<file path="config.mk">
export PLATFORM = sky130hd
export DESIGN_NAME = rqgt_arbiter
export DESIGN_NICKNAME = d
export VERILOG_FILES = /design/src/rtl/rqgt_pkg.sv /design/src/rtl/rqgt_chan_track.sv /design/src/rtl/rqgt_prio_pick.sv /design/src/rtl/rqgt_arbiter.sv
export SDC_FILE = /design/constraint.sdc
export NUM_CORES = 1
export LEC_CHECK = 0
export ABC_AREA = 1
export BUFFER_PORTS_ARGS = -buffer_cell sky130_fd_sc_hd__buf_4
export CAP_MARGIN = 20
export CORE_AREA = 5 5 42 44
export CTS_CLUSTER_DIAMETER = 200
export DETAILED_ROUTE_END_ITERATION = 7
export DIE_AREA = 0 0 47 49
export GPL_ROUTABILITY_DRIVEN = 0
export PLACE_DENSITY = 0.68
export RECOVER_POWER = 50
export SLEW_MARGIN = 20
export SYNTH_ARGS = -nofsm -noshare
export SYNTH_HDL_FRONTEND = slang
export SYNTH_SLANG_ARGS = --single-unit
</file>
<file path="constraint.sdc">
create_clock -name clk -period 2.98 [get_ports clk]
set_input_delay 0.298 -clock clk [delete_from_list [all_inputs] [get_ports clk]]
set_output_delay 0.298 -clock clk [all_outputs]
set_load 0.005 [all_outputs]
</file>
<file path="src/rtl/rqgt_pkg.sv">
package rqgt_pkg;
    // sequencer phase codes
    localparam logic [2:0] SEQ_TI = 3'd0;
    localparam logic [2:0] SEQ_T1 = 3'd1;
    localparam logic [2:0] SEQ_T2 = 3'd2;
    localparam logic [2:0] SEQ_T3 = 3'd3;
    localparam logic [2:0] SEQ_TW = 3'd4;
    localparam logic [2:0] SEQ_T4 = 3'd5;

    typedef enum logic [1:0] {
        ARB_OWN   = 2'd0,
        ARB_GRANT = 2'd1,
        ARB_HELD  = 2'd2,
        ARB_GAP   = 2'd3
    } arb_e;

    typedef struct packed {
        logic pend;
        logic elig;
    } chan_t;
endpackage

</file>
<file path="src/rtl/rqgt_chan_track.sv">
module rqgt_chan_track
    import rqgt_pkg::*;
(
    input  logic clk,
    input  logic rst_n,
    input  logic pin_low_i,
    input  logic accept_i,
    input  logic clear_i,
    input  logic early_i,
    input  logic at_t4_i,
    output logic pend_o,
    output logic elig_o
);
    chan_t trk_d, trk_q;

    always_comb begin
        trk_d = trk_q;
        if (clear_i) begin
            trk_d.pend = 1'b0;
            trk_d.elig = 1'b0;
        end else if (accept_i && !trk_q.pend && pin_low_i) begin
            // new request: eligible for this transfer only if it came early
            trk_d.pend = 1'b1;
            trk_d.elig = early_i;
        end else if (trk_q.pend && at_t4_i) begin
            // a late request becomes eligible once a final clock has passed
            trk_d.elig = 1'b1;
        end
    end

    always_ff @(posedge clk or negedge rst_n) begin
        if (!rst_n) trk_q <= '0;
        else        trk_q <= trk_d;
    end

    assign pend_o = trk_q.pend;
    assign elig_o = trk_q.elig;
endmodule

</file>
<file path="src/rtl/rqgt_prio_pick.sv">
module rqgt_prio_pick #(
    parameter int N = 2,
    localparam int IW = (N > 1) ? $clog2(N) : 1
) (
    input  logic [N-1:0]  cand_i,
    output logic [N-1:0]  pick_oh_o,
    output logic [IW-1:0] pick_idx_o,
    output logic          any_o
);
    // lowest index wins
    always_comb begin
        pick_oh_o  = '0;
        pick_idx_o = '0;
        any_o      = 1'b0;
        for (int i = N - 1; i >= 0; i--) begin
            if (cand_i[i]) begin
                pick_oh_o  = '0;
                pick_oh_o[i] = 1'b1;
                pick_idx_o = IW'(i);
                any_o      = 1'b1;
            end
        end
    end
endmodule

</file>
<file path="src/rtl/rqgt_arbiter.sv">
module rqgt_arbiter
    import rqgt_pkg::*;
#(
    parameter int NUM_CH = 2
) (
    input  logic              clk,
    input  logic              rst_n,
    input  logic [NUM_CH-1:0] rq_pin_n_i,
    output logic [NUM_CH-1:0] rq_pull_o,
    input  logic [2:0]        seq_state_i,
    input  logic              low_byte_i,
    input  logic              first_ack_i,
    input  logic              lock_i,
    input  logic              cycle_pend_i,
    output logic              bus_float_o,
    output logic              reclaim_o,
    output logic              resume_t4_o
);
    localparam int CH_W = (NUM_CH > 1) ? $clog2(NUM_CH) : 1;

    typedef struct packed {
        arb_e            st;
        logic [CH_W-1:0] ch;
        logic            resume;
    } arb_t;

    arb_t arb_d, arb_q;

    logic [NUM_CH-1:0] pin_low, pend, elig, cand, pick_oh;
    logic [CH_W-1:0]   pick_idx;
    logic              pick_any, go, early, at_t4, bus_idle, t4_open;

    assign pin_low  = ~rq_pin_n_i;
    assign bus_idle = (seq_state_i == SEQ_TI);
    assign at_t4    = (seq_state_i == SEQ_T4);
    assign early    = (seq_state_i == SEQ_TI) || (seq_state_i == SEQ_T1) ||
                      (seq_state_i == SEQ_T2) || (seq_state_i == SEQ_T4);
    assign t4_open  = at_t4 && !low_byte_i && !first_ack_i;

    genvar c;
    generate
        for (c = 0; c < NUM_CH; c++) begin : g_chan
            rqgt_chan_track u_trk (
                .clk      (clk),
                .rst_n    (rst_n),
                .pin_low_i(pin_low[c]),
                .accept_i (arb_q.st == ARB_OWN),
                .clear_i  (go && pick_oh[c]),
                .early_i  (early),
                .at_t4_i  (at_t4),
                .pend_o   (pend[c]),
                .elig_o   (elig[c])
            );
            assign rq_pull_o[c] = (arb_q.st == ARB_GRANT) && (arb_q.ch == CH_W'(c));
        end
    endgenerate

    always_comb begin
        if (bus_idle)     cand = pend;
        else if (t4_open) cand = pend & elig;
        else              cand = '0;
    end

    rqgt_prio_pick #(.N(NUM_CH)) u_pick (
        .cand_i    (cand),
        .pick_oh_o (pick_oh),
        .pick_idx_o(pick_idx),
        .any_o     (pick_any)
    );

    assign go = (arb_q.st == ARB_OWN) && !lock_i && pick_any;

    always_comb begin
        arb_d = arb_q;
        unique case (arb_q.st)
            ARB_OWN: begin
                if (go) begin
                    arb_d.st = ARB_GRANT;
                    arb_d.ch = pick_idx;
                end
            end
            ARB_GRANT: arb_d.st = ARB_HELD;
            ARB_HELD: begin
                if (pin_low[arb_q.ch]) begin
                    arb_d.st     = ARB_GAP;
                    arb_d.resume = cycle_pend_i;
                end
            end
            ARB_GAP: arb_d.st = ARB_OWN;
            default: arb_d.st = ARB_OWN;
        endcase
    end

    always_ff @(posedge clk or negedge rst_n) begin
        if (!rst_n) arb_q <= '{st: ARB_OWN, ch: '0, resume: 1'b0};
        else        arb_q <= arb_d;
    end

    assign bus_float_o = (arb_q.st == ARB_GRANT) || (arb_q.st == ARB_HELD);
    assign reclaim_o   = (arb_q.st == ARB_GAP);
    assign resume_t4_o = (arb_q.st == ARB_GAP) && arb_q.resume;
endmodule

</file>
==> impl_metrics.xml <==
<?xml version="1.0" encoding="UTF-8"?>
<metrics>
  <group name="placed_design">
    <metric name="dp_worst_setup_slack" unit="ns">1.372</metric>
    <metric name="port_buffers" unit="">15</metric>
    <metric name="dp_cell_count" unit="">112</metric>
    <metric name="dp_hpwl" unit="um">1045</metric>
    <metric name="post_place_instance_area" unit="sq um">701.9</metric>
  </group>
  <group name="sta">
    <metric name="timing.final.ws_setup" unit="ns">1.364</metric>
    <metric name="final-hold-violation-count" unit="">0</metric>
    <metric name="period_needed" unit="ns">1.616</metric>
    <metric name="setup-violations-final" unit="">0</metric>
    <metric name="grt_setup_unrepaired" unit="">no</metric>
    <metric name="fmax" unit="MHz">618.9</metric>
    <metric name="max-slew-margin-rel" unit="%">70.56</metric>
    <metric name="timing_worst_slew_pin_value" unit="ns">0.4417</metric>
    <metric name="maximum_clock_skew_at_final_layout" unit="ns">0.002843</metric>
    <metric name="finalSetupTns" unit="ns">0</metric>
    <metric name="report.final.slew_viol_count" unit="">0</metric>
    <metric name="final_clock_period_utilization_by_the_worst_path" unit="%">54.22</metric>
  </group>
  <group name="layout">
    <metric name="drive_above_1_share" unit="%">24.00</metric>
    <metric name="antenna-diode-count" unit="">0</metric>
    <metric name="area_growth_syn_to_layout" unit="%">28.35</metric>
    <metric name="finalNetCount" unit="">118</metric>
    <metric name="finish.instance_area" unit="sq um">730.7</metric>
    <metric name="filler_cell_count_in_the_final_layout" unit="">155</metric>
    <metric name="layoutNonFillerInstCount" unit="">116</metric>
  </group>
  <group name="clock_network">
    <metric name="clkSinkCount" unit="">8</metric>
    <metric name="cts_hold_repair.buffers" unit="">1</metric>
    <metric name="max-clock-path-buffers" unit="">2</metric>
    <metric name="tritoncts" unit="">yes</metric>
    <metric name="post_cts_setup_buffer_count" unit="">0</metric>
    <metric name="h-tree-depth" unit="">1</metric>
    <metric name="inserted_clock_buffers" unit="">3</metric>
    <metric name="clock_insertion_delay_worst_skew" unit="ns">0.25</metric>
    <metric name="cts.clk_slew.worst_paths" unit="ns">0.06</metric>
    <metric name="post_cts_resize_count" unit="">0</metric>
    <metric name="clock-root-buffer" unit="">clkbuf_4</metric>
  </group>
  <group name="synth">
    <metric name="synthesis.instances" unit="">81</metric>
    <metric name="synth_area_per_cell" unit="sq um">7.028</metric>
    <metric name="synth.top_cells.by_area" unit="">dfrtp_1 35%, nand2_1 13%, inv_1 11%</metric>
    <metric name="ys_warn_count" unit="">0</metric>
    <metric name="synthesis.nets" unit="">97</metric>
    <metric name="seq_area_frac_synth" unit="%">35.16</metric>
    <metric name="ys.flop_type" unit="">dfrtp_1</metric>
    <metric name="proportion_of_netlist_area_held_by_the_largest_area_contributor" unit="%">35.16</metric>
    <metric name="yosys.cell_count.top_type" unit="">nand2_1</metric>
    <metric name="yosys-top-cells-count" unit="">19 x nand2_1, 17 x inv_1, 9 x nor2_1</metric>
    <metric name="synth-edff-count" unit="">0</metric>
    <metric name="number_of_synthesized_register_bits" unit="">8</metric>
    <metric name="postSynth.asyncResetShare" unit="%">100.0</metric>
    <metric name="post_synth_num_cell_types" unit="">17</metric>
    <metric name="syn-cell-area" unit="sq um">569.3</metric>
    <metric name="synth.largest_area_cell" unit="">dfrtp_1</metric>
  </group>
  <group name="global_routing">
    <metric name="grt_first_pass_wirelength" unit="um">1952</metric>
    <metric name="global_route.usage.total" unit="%">11.49</metric>
    <metric name="grt_remaining_overflow" unit="">0</metric>
    <metric name="grt_pass1_vias" unit="">549</metric>
    <metric name="grt_start_max_net_pins" unit="">9</metric>
    <metric name="grt_antenna_before_repair" unit="">0</metric>
  </group>
  <group name="floorplanning">
    <metric name="number_of_placed_i_o_pins" unit="">16</metric>
    <metric name="die-width" unit="um">47</metric>
    <metric name="die_height" unit="um">49</metric>
    <metric name="area_inside_the_core_boundary" unit="sq um">1401</metric>
    <metric name="initial_utilization" unit="%">40.63</metric>
    <metric name="die-area" unit="sq um">2303</metric>
    <metric name="num_rows" unit="">14</metric>
  </group>
  <group name="worst_setup_path">
    <metric name="timing.critical_path.cells" unit="">inv_1 -&gt; ha_1 -&gt; inv_1 -&gt; or2_1 -&gt; inv_1 -&gt; nand2_1 -&gt; nand3_1 -&gt; nand2_2 -&gt; nand2_1 -&gt; nand2_1</metric>
    <metric name="critPathLaunchType" unit="">flip-flop</metric>
    <metric name="cp_top_family" unit="">simple AND/OR/NAND/NOR gates</metric>
    <metric name="worst_reg_to_reg_cells" unit="">10</metric>
    <metric name="critPathRequiredTime" unit="ns">3.12</metric>
    <metric name="crit-reg2reg-capture" unit="">arb_q[3]</metric>
    <metric name="critPathArrivalTime" unit="ns">1.76</metric>
    <metric name="timing_worst_setup_path_type" unit="">reg -&gt; reg</metric>
    <metric name="timing.rr.start" unit="">arb_q[3]</metric>
    <metric name="cpPeakStageDelay" unit="ns">0.42</metric>
    <metric name="critPathSlowestCell" unit="">dfrtp_1</metric>
    <metric name="end_kind" unit="">flip-flop</metric>
    <metric name="critPathMaxFanout" unit="">4</metric>
    <metric name="r2r_setup_slack" unit="ns">1.36</metric>
    <metric name="critPathBufInv" unit="">3</metric>
  </group>
  <group name="power">
    <metric name="peakVddDrop" unit="mV">0.4341</metric>
    <metric name="leakagePower" unit="nW">0.4364</metric>
    <metric name="total_power" unit="mW">0.5227</metric>
    <metric name="power_density" unit="nW/um^2">715.3</metric>
  </group>
  <group name="run">
    <metric name="cap_violations" unit="">0</metric>
  </group>
  <group name="min_path">
    <metric name="worstHoldStart" unit="">cycle_pend_i</metric>
    <metric name="holdPathStages" unit="">2</metric>
    <metric name="whs_endpoint" unit="">arb_q[0]</metric>
    <metric name="min-delay-path-class" unit="">in -&gt; reg</metric>
  </group>
  <group name="detailed_routing">
    <metric name="initialDrtViolationCount" unit="">8</metric>
    <metric name="routed_wire_length_per_instance" unit="um">10.63</metric>
    <metric name="vias_per_instance" unit="">4.690</metric>
    <metric name="finalWirelength" unit="um">1233</metric>
    <metric name="ant_nets" unit="">0</metric>
    <metric name="drtPass1Iterations" unit="">4</metric>
    <metric name="dr_total_vias" unit="">544</metric>
    <metric name="drc" unit="">0</metric>
  </group>
  <group name="outcome">
    <metric name="status" unit="">finished clean</metric>
  </group>
</metrics>
==> cells by family (layout without fill, tap and decap cells) <==
| logic type | Yosys count | count (layout) | synth area share (%) |
|---|---|---|---|
| DFF | 8 | 8 | 35.16 |
| AOI/OAI and AO/OA | 8 | 8 | 8.133 |
| and+or+nand+nor | 41 | 41 | 31.65 |
| buffers and inverters | 18 | 37 | 12.09 |
| adders and majority gates | 5 | 5 | 10.99 |
| muxes | 1 | 1 | 1.978 |
==> sequential cells by signal, indices dropped and copies added, names as in the netlist <==
name / count
g_chan.u_trk.pend_o: 2
arb_q: 4
g_chan.u_trk.elig_o: 2
==> routing by layer <==
metal	vias to the layer above	GRT usage [%]	share of wire [%]
li1	287	-	-
met1	242	11.24	39
met2	13	21.95	54
met3	2	2.214	6.1
met4	0	4.147	0.65
met5	-	0	0
==> how the worst max path moves through the flow <==
stage	slack, ns	end	startpoint	depth (start not counted)
floorplan	1.51	arb_q[1]	arb_q[2]	10
global placement	1.40	arb_q[3]	arb_q[2]	10
detailed placement	1.37	arb_q[1]	arb_q[2]	10
CTS	1.36	arb_q[1]	arb_q[2]	10
global route	1.17	arb_q[1]	arb_q[3]	10
finish	1.36	arb_q[3]	arb_q[3]	10
==> layout make-up <==
cell class	count	area, sq um	area share (%)
Tap cell	16	20.02	2.740
Sequential cell	8	200.2	27.40
Inverter	18	68.82	9.418
Timing Repair Buffer	16	118.9	16.27
Clock buffer	3	22.52	3.082
Multi-Input combinational cell	55	300.3	41.10
==> per-stage QoR <==
| step | utilization (%) | hold slack, ns |
|---|---|---|
| 2_1_floorplan | - | 0.002409 |
| 3_3_place_gp | 50.09 | 0.1220 |
| 3_5_place_dp | 50.09 | 0.1225 |
| 4_1_cts | 52.41 | 0.2873 |
| 5_1_grt | 52.14 | 0.2885 |
| 6_report | 52.14 | 0.2855 |
==> power by group <==
group | internal (mW) | switching, mW | total [mW]
logic | 0.114 | 0.134 | 0.247
clock network | 0.0461 | 0.0369 | 0.0830
registers | 0.155 | 0.0376 | 0.193
==> cells in the final DEF, fill, tap and decap left out, types with 2 or more instances in the layout <==
| master | n |
|---|---|
| a21oi_1 | 6 |
| dfrtp_1 | 8 |
| nor2_2 | 2 |
| buf_4 | 13 |
| nor2_1 | 9 |
| inv_1 | 17 |
| ha_1 | 5 |
| nand3_1 | 3 |
| nand4_1 | 2 |
| nand2_2 | 2 |
| nand2_1 | 19 |
| nor3_1 | 2 |
| clkbuf_4 | 4 |
==> worst register-to-register path, delay by kind of cell, from the launching register on <==
family / cells / cell delay, ns
AND/OR/NAND/NOR: 6 / 0.61
flip-flops: 1 / 0.42
buffers and inverters: 3 / 0.27
adder cells (fa/ha/maj): 1 / 0.22
Power figures use the tool's default switching activity.
